===== src/rtl/irqcc_pkg.sv =====
package irqcc_pkg;

  // Width of an ID field: IDs run 0..n, with 0 reserved for "nothing".
  function automatic int idw(input int n);
    return (n > 0) ? $clog2(n + 1) : 1;
  endfunction

  // Width of a target select field.
  function automatic int selw(input int n);
    return (n > 1) ? $clog2(n) : 1;
  endfunction

endpackage


===== src/rtl/irqcc_gateway.sv =====
module irqcc_gateway #(
  parameter int NUM_SRC = 8
) (
  input  logic               clk,
  input  logic               rst,
  input  logic [NUM_SRC-1:0] src_irq,
  input  logic [NUM_SRC-1:0] claim_set,
  input  logic [NUM_SRC-1:0] done_clr,
  output logic [NUM_SRC-1:0] pend_q,
  output logic [NUM_SRC-1:0] insvc_q,
  output logic [NUM_SRC-1:0] pend_d,
  output logic [NUM_SRC-1:0] insvc_d
);

  // One gateway per source: a claim takes precedence over everything; a
  // source re-arms only once its in-service bit has been cleared.
  for (genvar s = 0; s < NUM_SRC; s++) begin : g_src
    assign pend_d[s]  = claim_set[s] ? 1'b0
                                     : (pend_q[s] | (src_irq[s] & ~insvc_q[s]));
    assign insvc_d[s] = claim_set[s] | (insvc_q[s] & ~done_clr[s]);
  end

  always_ff @(posedge clk) begin
    if (rst) begin
      pend_q  <= '0;
      insvc_q <= '0;
    end else begin
      pend_q  <= pend_d;
      insvc_q <= insvc_d;
    end
  end

endmodule


===== src/rtl/irqcc_enables.sv =====
module irqcc_enables #(
  parameter int NUM_SRC   = 8,
  parameter int NUM_TGT   = 2,
  parameter bit AUTO_MASK = 1'b0,
  parameter int TGT_W     = 1
) (
  input  logic                            clk,
  input  logic                            rst,
  input  logic                            cfg_we,
  input  logic [TGT_W-1:0]                cfg_tgt,
  input  logic [NUM_SRC-1:0]              cfg_wdata,
  input  logic [NUM_TGT-1:0][NUM_SRC-1:0] grant,
  output logic [NUM_TGT-1:0][NUM_SRC-1:0] en_q,
  output logic [NUM_TGT-1:0][NUM_SRC-1:0] en_w,
  output logic [NUM_TGT-1:0][NUM_SRC-1:0] en_d
);

  localparam logic [NUM_SRC-1:0] AM_MASK = {NUM_SRC{AUTO_MASK}};

  for (genvar t = 0; t < NUM_TGT; t++) begin : g_tgt
    // Software write lands first; completions are judged against en_w.
    assign en_w[t] = (cfg_we && cfg_tgt == TGT_W'(t)) ? cfg_wdata : en_q[t];
    // Optional auto-mask on claim is applied on top of the write.
    assign en_d[t] = en_w[t] & ~(grant[t] & AM_MASK);
  end

  always_ff @(posedge clk) begin
    if (rst) en_q <= '0;
    else     en_q <= en_d;
  end

endmodule


===== src/rtl/irqcc_picker.sv =====
module irqcc_picker #(
  parameter int NUM_SRC = 8,
  parameter int ID_W    = 4
) (
  input  logic               req,
  input  logic [NUM_SRC-1:0] elig,
  output logic [NUM_SRC-1:0] grant,
  output logic [ID_W-1:0]    gid
);

  // Lowest-numbered eligible source wins: scan downward, last hit sticks.
  always_comb begin
    grant = '0;
    gid   = '0;
    if (req) begin
      for (int s = NUM_SRC - 1; s >= 0; s--) begin
        if (elig[s]) begin
          grant    = '0;
          grant[s] = 1'b1;
          gid      = ID_W'(s + 1);
        end
      end
    end
  end

endmodule


===== src/rtl/irqcc_top.sv =====
module irqcc_top #(
  parameter  int NUM_SRC   = 8,
  parameter  int NUM_TGT   = 2,
  parameter  bit AUTO_MASK = 1'b0,
  localparam int ID_W      = irqcc_pkg::idw(NUM_SRC),
  localparam int TGT_W     = irqcc_pkg::selw(NUM_TGT)
) (
  input  logic                    clk,
  input  logic                    rst,
  input  logic [NUM_SRC-1:0]      src_irq,
  input  logic                    cfg_we,
  input  logic                    cfg_re,
  input  logic [TGT_W-1:0]        cfg_tgt,
  input  logic [NUM_SRC-1:0]      cfg_wdata,
  output logic [NUM_SRC-1:0]      cfg_rdata,
  input  logic [NUM_TGT-1:0]      clm_valid,
  input  logic [NUM_TGT-1:0]      clm_write,
  input  logic [NUM_TGT*ID_W-1:0] clm_wid,
  output logic [NUM_TGT*ID_W-1:0] clm_rid,
  output logic [NUM_TGT-1:0]      irq_o
);

  logic [NUM_SRC-1:0] pend_q, insvc_q, pend_d, insvc_d;
  logic [NUM_SRC-1:0] claim_set, done_clr, cfg_rd_d;
  logic [NUM_TGT-1:0][NUM_SRC-1:0] en_q, en_w, en_d, grant, taken;
  logic [NUM_TGT-1:0][ID_W-1:0]    gid;

  irqcc_gateway #(.NUM_SRC(NUM_SRC)) u_gateway (
    .clk(clk), .rst(rst), .src_irq(src_irq),
    .claim_set(claim_set), .done_clr(done_clr),
    .pend_q(pend_q), .insvc_q(insvc_q), .pend_d(pend_d), .insvc_d(insvc_d)
  );

  irqcc_enables #(
    .NUM_SRC(NUM_SRC), .NUM_TGT(NUM_TGT), .AUTO_MASK(AUTO_MASK), .TGT_W(TGT_W)
  ) u_enables (
    .clk(clk), .rst(rst), .cfg_we(cfg_we), .cfg_tgt(cfg_tgt),
    .cfg_wdata(cfg_wdata), .grant(grant),
    .en_q(en_q), .en_w(en_w), .en_d(en_d)
  );

  // Claim chain: target t only sees sources not granted to targets below it.
  assign taken[0] = '0;
  for (genvar t = 1; t < NUM_TGT; t++) begin : g_chain
    assign taken[t] = taken[t-1] | grant[t-1];
  end

  for (genvar t = 0; t < NUM_TGT; t++) begin : g_pick
    irqcc_picker #(.NUM_SRC(NUM_SRC), .ID_W(ID_W)) u_picker (
      .req  (clm_valid[t] & ~clm_write[t]),
      .elig (pend_q & en_q[t] & ~taken[t]),
      .grant(grant[t]),
      .gid  (gid[t])
    );
  end

  always_comb begin
    claim_set = '0;
    for (int t = 0; t < NUM_TGT; t++) claim_set = claim_set | grant[t];
  end

  // Completion: accepted only when the ID is enabled (after this cycle's
  // configuration write) for the writing target. ID 0 and IDs past
  // NUM_SRC never match any source.
  always_comb begin
    done_clr = '0;
    for (int t = 0; t < NUM_TGT; t++) begin
      if (clm_valid[t] && clm_write[t]) begin
        for (int s = 0; s < NUM_SRC; s++) begin
          if (clm_wid[t*ID_W +: ID_W] == ID_W'(s + 1) && en_w[t][s])
            done_clr[s] = 1'b1;
        end
      end
    end
  end

  always_comb begin
    cfg_rd_d = '0;
    if (cfg_re) begin
      for (int t = 0; t < NUM_TGT; t++) begin
        if (cfg_tgt == TGT_W'(t)) cfg_rd_d = en_q[t];
      end
    end
  end

  always_ff @(posedge clk) begin
    if (rst) begin
      irq_o     <= '0;
      clm_rid   <= '0;
      cfg_rdata <= '0;
    end else begin
      for (int t = 0; t < NUM_TGT; t++) begin
        irq_o[t]                  <= |(pend_d & ~insvc_d & en_d[t]);
        clm_rid[t*ID_W +: ID_W]   <= gid[t];
      end
      cfg_rdata <= cfg_rd_d;
    end
  end

endmodule


===== config.mk =====
export PLATFORM = sky130hd
export DESIGN_NAME = irqcc_top
export DESIGN_NICKNAME = d
export VERILOG_FILES = /design/src/rtl/irqcc_pkg.sv /design/src/rtl/irqcc_gateway.sv /design/src/rtl/irqcc_enables.sv /design/src/rtl/irqcc_picker.sv /design/src/rtl/irqcc_top.sv
export SDC_FILE = /design/constraint.sdc
export NUM_CORES = 1
export LEC_CHECK = 0
export BUFFER_PORTS_ARGS = -buffer_cell sky130_fd_sc_hd__buf_2
export CAP_MARGIN = 20
export CORE_MARGIN = 2
export CORE_UTILIZATION = 44
export CTS_BUF_LIST = sky130_fd_sc_hd__clkbuf_8
export CTS_CLUSTER_DIAMETER = 150
export DETAILED_ROUTE_END_ITERATION = 10
export PLACE_DENSITY = 0.69
export SLEW_MARGIN = 10
export SYNTH_ARGS = -nofsm -noshare
export SYNTH_HDL_FRONTEND = slang
export SYNTH_SLANG_ARGS = --single-unit

===== constraint.sdc =====
create_clock -name clk -period 3.5 [get_ports clk]
set_input_delay 0.525 -clock clk [delete_from_list [all_inputs] [get_ports clk]]
set_output_delay 0.525 -clock clk [all_outputs]
set_load 0.05 [all_outputs]

# Word-level counts from Yosys, hierarchy flattened
# Index checks and enable logic that the tools add are counted.
# totals
out_inout_bits	18
ff_bits	50
input_bits	33
# classes
n_reduce_logical	31
n_mux	63
n_eq_ne	16
n_bitwise	65
# op_table
cell	count
$mux W8	23
$and A8 B8 Y8	6
$eq A4 B3 Y1 const B	8
$mux W1	26
$mux W3	8
$not A1 Y1	22
$logic_and A1 B1 Y1	20
$and A1 B1 Y1	18
$reduce_or A9 Y1	2
$eq A4 B2 Y1 const B	4
$not A8 Y8	2
$or A1 B1 Y1	16
$reduce_or A8 Y1	2
$reduce_or A5 Y1	2
$eq A4 B1 Y1 const B	2
$eq A4 B4 Y1 const B	2
$mux W2	4
$mux W4	2
$or A8 B8 Y8	1
$reduce_or A2 Y1	3
$reduce_or A3 Y1	2

# Longest topological paths before layout
# Gate-level depths: netlist (run 1).
# depth
ltp_word	27
depth_mapped	9
mapped_depth_nobuf	7

# Cells and area by module
# Synthesis (run 1) repeated with hierarchy kept, for this count alone.
# hier_totals
hier_cells	353
hier_area_um2	3129.3
# by_module_without_submodules
mod	cells_each	seq_area_each_um2	area_per_inst_um2	instances
irqcc_top	127	360.3	1072.3	1
irqcc_enables	98	320.3	1042.2	1
irqcc_gateway	82	320.3	694.4	1
irqcc_picker	23	0.0	160.2	2

# Least setup slack after synthesis (run 1)
# OpenSTA, ideal clock, no wires.
# synth_timing
kind	input to register
start	input cfg_tgt
end	register irq_o[0]
path_slack_ns	1.420
t_arrival_ns	1.955
required_ns	3.375
stages	9
n_path_buf	2
path_cell_list	buf_2 > nand2b_1 > buf_4 > mux2i_1 > o311ai_1 > a32oi_1 > o221ai_1 > a211oi_1 > a31oi_1
# synth_via
elab_chain_cells	15
# synth_rtl
item	line	source
start: declaration	irqcc_top.sv:13	input logic [TGT_W-1:0] cfg_tgt,
$not A1 Y1	-	
$logic_and A1 B1 Y1	irqcc_enables.sv:22	assign en_w[t] = (cfg_we && cfg_tgt == TGT_W'(t)) ? cfg_wdata : en_q[t];
$mux W8	irqcc_enables.sv:22	
$logic_and A1 B1 Y1	irqcc_top.sv:70	if (clm_wid[t*ID_W +: ID_W] == ID_W'(s + 1) && en_w[t][s])
$mux W1	irqcc_top.sv:70	
$mux W8	irqcc_top.sv:68	if (clm_valid[t] && clm_write[t]) begin
$mux W1	irqcc_top.sv:70	
$mux W8	irqcc_top.sv:68	
$not A1 Y1	irqcc_gateway.sv:20	assign insvc_d[s] = claim_set[s] | (insvc_q[s] & ~done_clr[s]);
$and A1 B1 Y1	irqcc_gateway.sv:20	
$or A1 B1 Y1	irqcc_gateway.sv:20	
$not A8 Y8	irqcc_top.sv:93	irq_o[t] <= |(pend_d & ~insvc_d & en_d[t]);
$and A8 B8 Y8	irqcc_top.sv:93	
$and A8 B8 Y8 *	irqcc_top.sv:93	
$reduce_or A8 Y1 *	irqcc_top.sv:93	
end signal: indexed assignment	irqcc_top.sv:93	
end: declaration	irqcc_top.sv:20	output logic [NUM_TGT-1:0] irq_o
# Mark *: on every way between the ends. The rest lies on a longest branch, timed or not.
# A chain may end at the register's enable or synchronous reset.

# Worst setup path after layout (run 1)
# Same ends and word-level chain as after synthesis.

==> results.ini, run 1 <==
[clock_network]
post-cts-setup-buffers=0
clkTransAtPathRegs_ns=0.09
max-clock-path-buffers=2
cts.sinks=50
cts_tree=yes
cts_made_buffers=5
clk_latency_ns=0.30
clockRootBuffer=clkbuf_8
h-tree-depth=2
cts_hold_buf=0
cts_resized=0

[logic_synthesis]
yosysWarningCount=0
async_flop_share_pct=0
synth.area.top_cells=dfxtp_1, mux2i_1, nor2_1, nand2_1, a21oi_1
ys_types=69
netlist_instances=306
synth_edf_count=0
yosys_register_bits=50
synthFlopType=dfxtp_1
synthesis.area_sq_um=2670
syn-num-nets=339
synth_top_area_cell=dfxtp_1
avgSynthCellArea_sq_um=8.71
synth_seq_area_share_pct=37.6
yosysTopAreaCellShare_pct=37.6

[drt]
via_count=2577
wl_microns=7520
drt-vias-per-instance=6.02
routedWlPerCell_microns=17.6
dr.first_iter.drc_count=283
drt_pass1_iterations=4
drc=0
ant_nets=0

[global_routing]
grt_max_degree=39
grt_overflow_total=0
grt_pass1_vias=2415
grt_usage_pct=24.3
grt_pass1_wl_microns=12300
antenna_found_initial=0

[sta]
final.setup.worst_slack_ns=0.988
rsz0062_at_grt=false
setup_viol=0
min_period_ns=2.51
holdWs_ns=0.531
worstMarginPinSlew_ns=0.572
final.setup.tns_ns=0
maxSlewHeadroom_pct=61.4
hold_viol=0
slew_violations=0
fmax_mhz=398
clock_skew_ns=0.00424
finalCritPeriodShare_pct=71.8

[setup_path]
ff2ff_setup_slack_ns=1.20
crit_required_ns=3.67
worstSetupEndpointType=flip-flop
critPathKind=in -> reg
worstSetupStartpointType=primary input
arrival_ns=2.69
cp_max_fo=18

[finish]
drive_above_1_share_pct=21.2
final_util_pct=51.3
multi_input_area_sq_um=1560
antennaDiodeCount=0
nNetsFinal=386
fill_cells=585
area_delta_synth_final_pct=13.2
regArea_sq_um=1000

[place]
place_ws_ns=0.716
dpl.hpwl_microns=5710
numPortBuffers=50
place_congestion=0.924

[floorplan]
die_width_microns=81.8
initial_core_util_pct=45.3
coreArea_sq_um=5890
die_area_sq_um=6700
pin_count=51
rows=28
chipHeight_microns=81.8

[job]
max_cap_viol_count=0

[hold_path]
worstHoldPathType=in -> reg

[power_and_ir_drop]
p_leak_uw=0.00128
p_per_area_nw_per_um2=381
vdd_drop_max_mv=0.217

[run_status]
status=finished, final reports clean

## critical path, cell delays in order
cell	delay (ns)
buf_2	0.34
nand2b_1	0.50
mux2i_1	0.34
o311ai_1	0.18
a32oi_1	0.25
o221ai_1	0.17
a211oi_1	0.25
a31oi_1	0.12
## metal layers
metal | vias up | part of all wire [%] | track usage (%)
met5 | - | 0 | 0
met1 | 1219 | 47 | 35.4
li1 | 1225 | - | -
met2 | 124 | 44 | 36.9
met4 | 0 | 1.4 | 8.00
met3 | 9 | 7.4 | 3.19
## per-stage QoR
stage               power [uW]  cell area, sq um  std cells
finish                    1150              3020        428
detailed placement         837              2940        421
floorplan                  772              2670        306
global placement           836              2940        421
CTS                       1150              3020        428
global route              1190              3020        428
## state kept, by name (all words and copies together) (netlist names)
register / cells
u_enables.en_q: 16
cfg_rdata: 8
clm_rid: 8
u_gateway.insvc_q: 8
u_gateway.pend_q: 8
irq_o: 2
## final timing paths
kind / to / startpoint / depth (start not counted)
setup / recovery: irq_o[0]$_SDFF_PP0_ / cfg_tgt / 8
hold / removal: u_enables.en_q[0]$_SDFF_PP0_ / cfg_wdata[0] / 3
setup reg to reg: irq_o[1]$_SDFF_PP0_ / u_gateway.pend_q[0]$_SDFF_PP0_ / 7
hold reg to reg: u_gateway.insvc_q[5]$_SDFF_PP0_ / u_gateway.insvc_q[5]$_SDFF_PP0_ / 2
## cell usage in the layout, fill, tap and decap left out, types with 3 or more instances in the layout
cell type,instances
a21boi_0,5
and3_1,6
o211ai_1,5
o21ai_0,3
o221ai_1,4
a211oi_1,6
a21oi_1,15
dfxtp_1,50
mux2i_1,19
nor2_1,46
and2_1,3
nor2b_1,4
buf_2,50
nand3b_1,4
nand4_1,4
inv_1,9
nand2b_1,4
nand3_1,6
nand2_1,32
clkbuf_8,5
a31oi_1,10
nor3_1,6
nor3b_1,4
## cell type report
class | count | area share [%]
multi-input combinational | 238 | 51.8
sequential | 50 | 33.2
timing repair buffer | 51 | 8.54
tap | 75 | 3.11
clock buffer | 5 | 2.28
inverter | 7 | 0.871
clock inverter | 2 | 0.249
## cells in the mapped netlist, types with 4 or more instances
master,count
buf_2,4
inv_1,7
nor2b_1,4
nand3b_1,4
nor3_1,6
a211oi_1,6
nand4_1,4
nor2_1,46
a21oi_1,15
a21boi_0,5
nand2b_1,4
mux2i_1,19
nor3b_1,4
o211ai_1,5
dfxtp_1,50
nand3_1,6
nand2_1,32
and3_1,6
o221ai_1,4
a31oi_1,10
## power breakdown
group | leakage (uW) | switching, uW | total, uW | internal, uW
Clock | 0.0000466 | 188 | 320 | 133
Combinational | 0.000828 | 128 | 206 | 77.5
Sequential | 0.000408 | 30.0 | 623 | 593
Total | 0.00128 | 346 | 1150 | 803
## cell families (layout without fill, tap and decap cells)
group | count (synthesis) | after routing | synth area share (%)
AND/OR/NAND/NOR | 142 | 142 | 29.0
AO/OA/AOI/OAI | 76 | 76 | 22.1
flip-flops | 50 | 50 | 37.6
multiplexers | 20 | 20 | 7.56
buffers and inverters | 18 | 65 | 3.80
Power figures use the tool's default switching activity.
==> inputs of run 2 (changes only) <==
ABC_AREA = 1   (was default)
clock period = 2.4 ns   (was 3.5 ns; I/O delays follow)
==> results.ini, run 2 <==
[setup_path]
cp_slowest_cell=dfxtp_1
worstPathCellList=nand2_1 -> inv_1 -> nand3_1 -> nand2_1 -> nand2_2 -> nor2_4 -> nand2_1 -> nand3_1 -> nor2_1 -> nand2_1 -> nand3_1 -> nor2_1 -> nor2_1
arrival_ns=2.07
worstSetupStartpointType=flip-flop
cp_max_fo=4
crit_path_max_incr_delay_ns=0.38
crit_top_cell=nand2_1
crit_required_ns=2.60
critPathKind=reg -> reg
worstSetupEndpointType=flip-flop
rr_worst_depth=13

[floorplan]
die_width_microns=81.6
pin_count=51
chipHeight_microns=81.6
rows=28
die_area_sq_um=6660
coreArea_sq_um=5890
initial_core_util_pct=45.0

[clock_network]
max-clock-path-buffers=2
clockRootBuffer=clkbuf_8
clk_latency_ns=0.31
clkTransAtPathRegs_ns=0.10
h-tree-depth=2
cts_made_buffers=5
cts.sinks=50
post-cts-setup-buffers=0
cts_hold_buf=0
cts_tree=yes
cts_resized=0

[place]
place_congestion=0.890
place_area_sq_um=2960
dpl.hpwl_microns=5550
numPortBuffers=50
place_ws_ns=0.428

[logic_synthesis]
synth_top_area_cell=dfxtp_1
synth.area.top_cells=dfxtp_1, inv_1, nand2_1, nor2_1, nand3_1
synthesis.area_sq_um=2650
netlist_instances=404
synth_top_cells_by_count=inv_1, nand2_1, nor2_1
ys_types=31
synth_edf_count=0
synthFlopType=dfxtp_1
synth_seq_area_share_pct=37.8
yosys_register_bits=50
async_flop_share_pct=0
yosysTopAreaCellShare_pct=37.8
avgSynthCellArea_sq_um=6.56
yosysWarningCount=0
syn-num-nets=437

[sta]
final.setup.worst_slack_ns=0.521
clock_skew_ns=0.00331
hold_viol=0
slew_violations=0
min_period_ns=1.88
worstMarginPinSlew_ns=0.394
final.setup.tns_ns=0
maxSlewHeadroom_pct=73.5
setup_viol=0
holdWs_ns=0.311
rsz0062_at_grt=false
fmax_mhz=532
finalCritPeriodShare_pct=78.3

[global_routing]
grt_usage_pct=22.3
grt_pass1_vias=2330
grt_max_degree=35
grt_overflow_total=0
antenna_found_initial=0
grt_pass1_wl_microns=11200

[drt]
drt_pass1_iterations=8
drc=0
dr.first_iter.drc_count=244
wl_microns=6990
ant_nets=0
drt-vias-per-instance=5.04
via_count=2674
routedWlPerCell_microns=13.2

[run_status]
status=finished, final reports clean

[power_and_ir_drop]
power.total_uw=1750
swShare_pct=32.1
switching_power_uw=562
p_leak_uw=0.00167
pwr-share-clk_pct=28.6
power_frac_seq_pct=51.7
p_comb_share_pct=19.7
p_int_uw=1190
p_per_area_nw_per_um2=575
vdd_drop_max_mv=0.245

[finish]
drive_above_1_share_pct=19.1
final_common_cell=inv_1
antennaDiodeCount=0
final_area_sq_um=3050
fill_cells=576
regMostFlops=u_enables.en_q
nNetsFinal=488
final_cell_mix=inv_1, nand2_1, nor2_1, dfxtp_1, buf_2
area_delta_synth_final_pct=14.9
largest_reg_flops=16

[job]
max_cap_viol_count=0

[hold_path]
min_path_cells=3
worstHoldPathType=in -> reg

[run 2: kinds of logic (layout without fill, tap and decap cells)]
group / count (synthesis) / in the layout / share of synthesized area, %
AOI/OAI and AO/OA: 53 / 53 / 11.9
buffers and inverters: 88 / 140 / 13.2
DFF: 50 / 50 / 37.8
and+or+nand+nor: 213 / 213 / 37.1
[run 2: final timing paths]
check / start / endpoint / slack (ns)
max reg2reg: u_enables.en_q[1]$_SDFF_PP0_ / irq_o[0]$_SDFF_PP0_ / 0.52
min: cfg_re / cfg_rdata[0]$_SDFF_PP0_ / 0.31
min reg2reg: u_enables.en_q[9]$_SDFF_PP0_ / cfg_rdata[1]$_SDFF_PP0_ / 0.51
max: u_enables.en_q[1]$_SDFF_PP0_ / irq_o[0]$_SDFF_PP0_ / 0.52
[run 2: power by group through the flow]
stage	clock network, uW	logic (uW)	registers [uW]
2_1_floorplan	0	208	953
3_3_place_gp	0	339	922
4_1_cts	507	343	903
6_report	502	345	905
3_5_place_dp	0	342	922
5_1_grt	542	387	910
[run 2: metal layers]
layer	global-route usage, %	up-vias	part of all wire, %
li1	-	1364	-
met1	31.0	1196	45
met2	36.1	105	46
met3	3.08	9	7.5
met4	6.17	0	1.5
met5	0	-	0
[run 2: worst max-delay path: cells and delay by family (launching register included)]
family                 cells  cell delay (ns)
buffers and inverters      1             0.11
flip-flops                 1             0.38
AND/OR/NAND/NOR           12             1.30
[run 2: final cells by class]
type / instances / area (sq um) / area share, %
repair buffers: 52 / 265 / 8.71
clock inverters: 3 / 17.5 / 0.575
flip-flops and latches: 50 / 1000 / 32.9
clock buffers: 5 / 68.8 / 2.26
well taps: 75 / 93.8 / 3.08
multi-input cells: 266 / 1300 / 42.6
inverters: 80 / 300 / 9.86
[run 2: per-stage QoR]
step           util, %  instances
2_1_floorplan        -        404
3_3_place_gp      50.3        523
3_5_place_dp      50.3        523
4_1_cts           51.7        531
5_1_grt           51.7        531
6_report          51.7        531
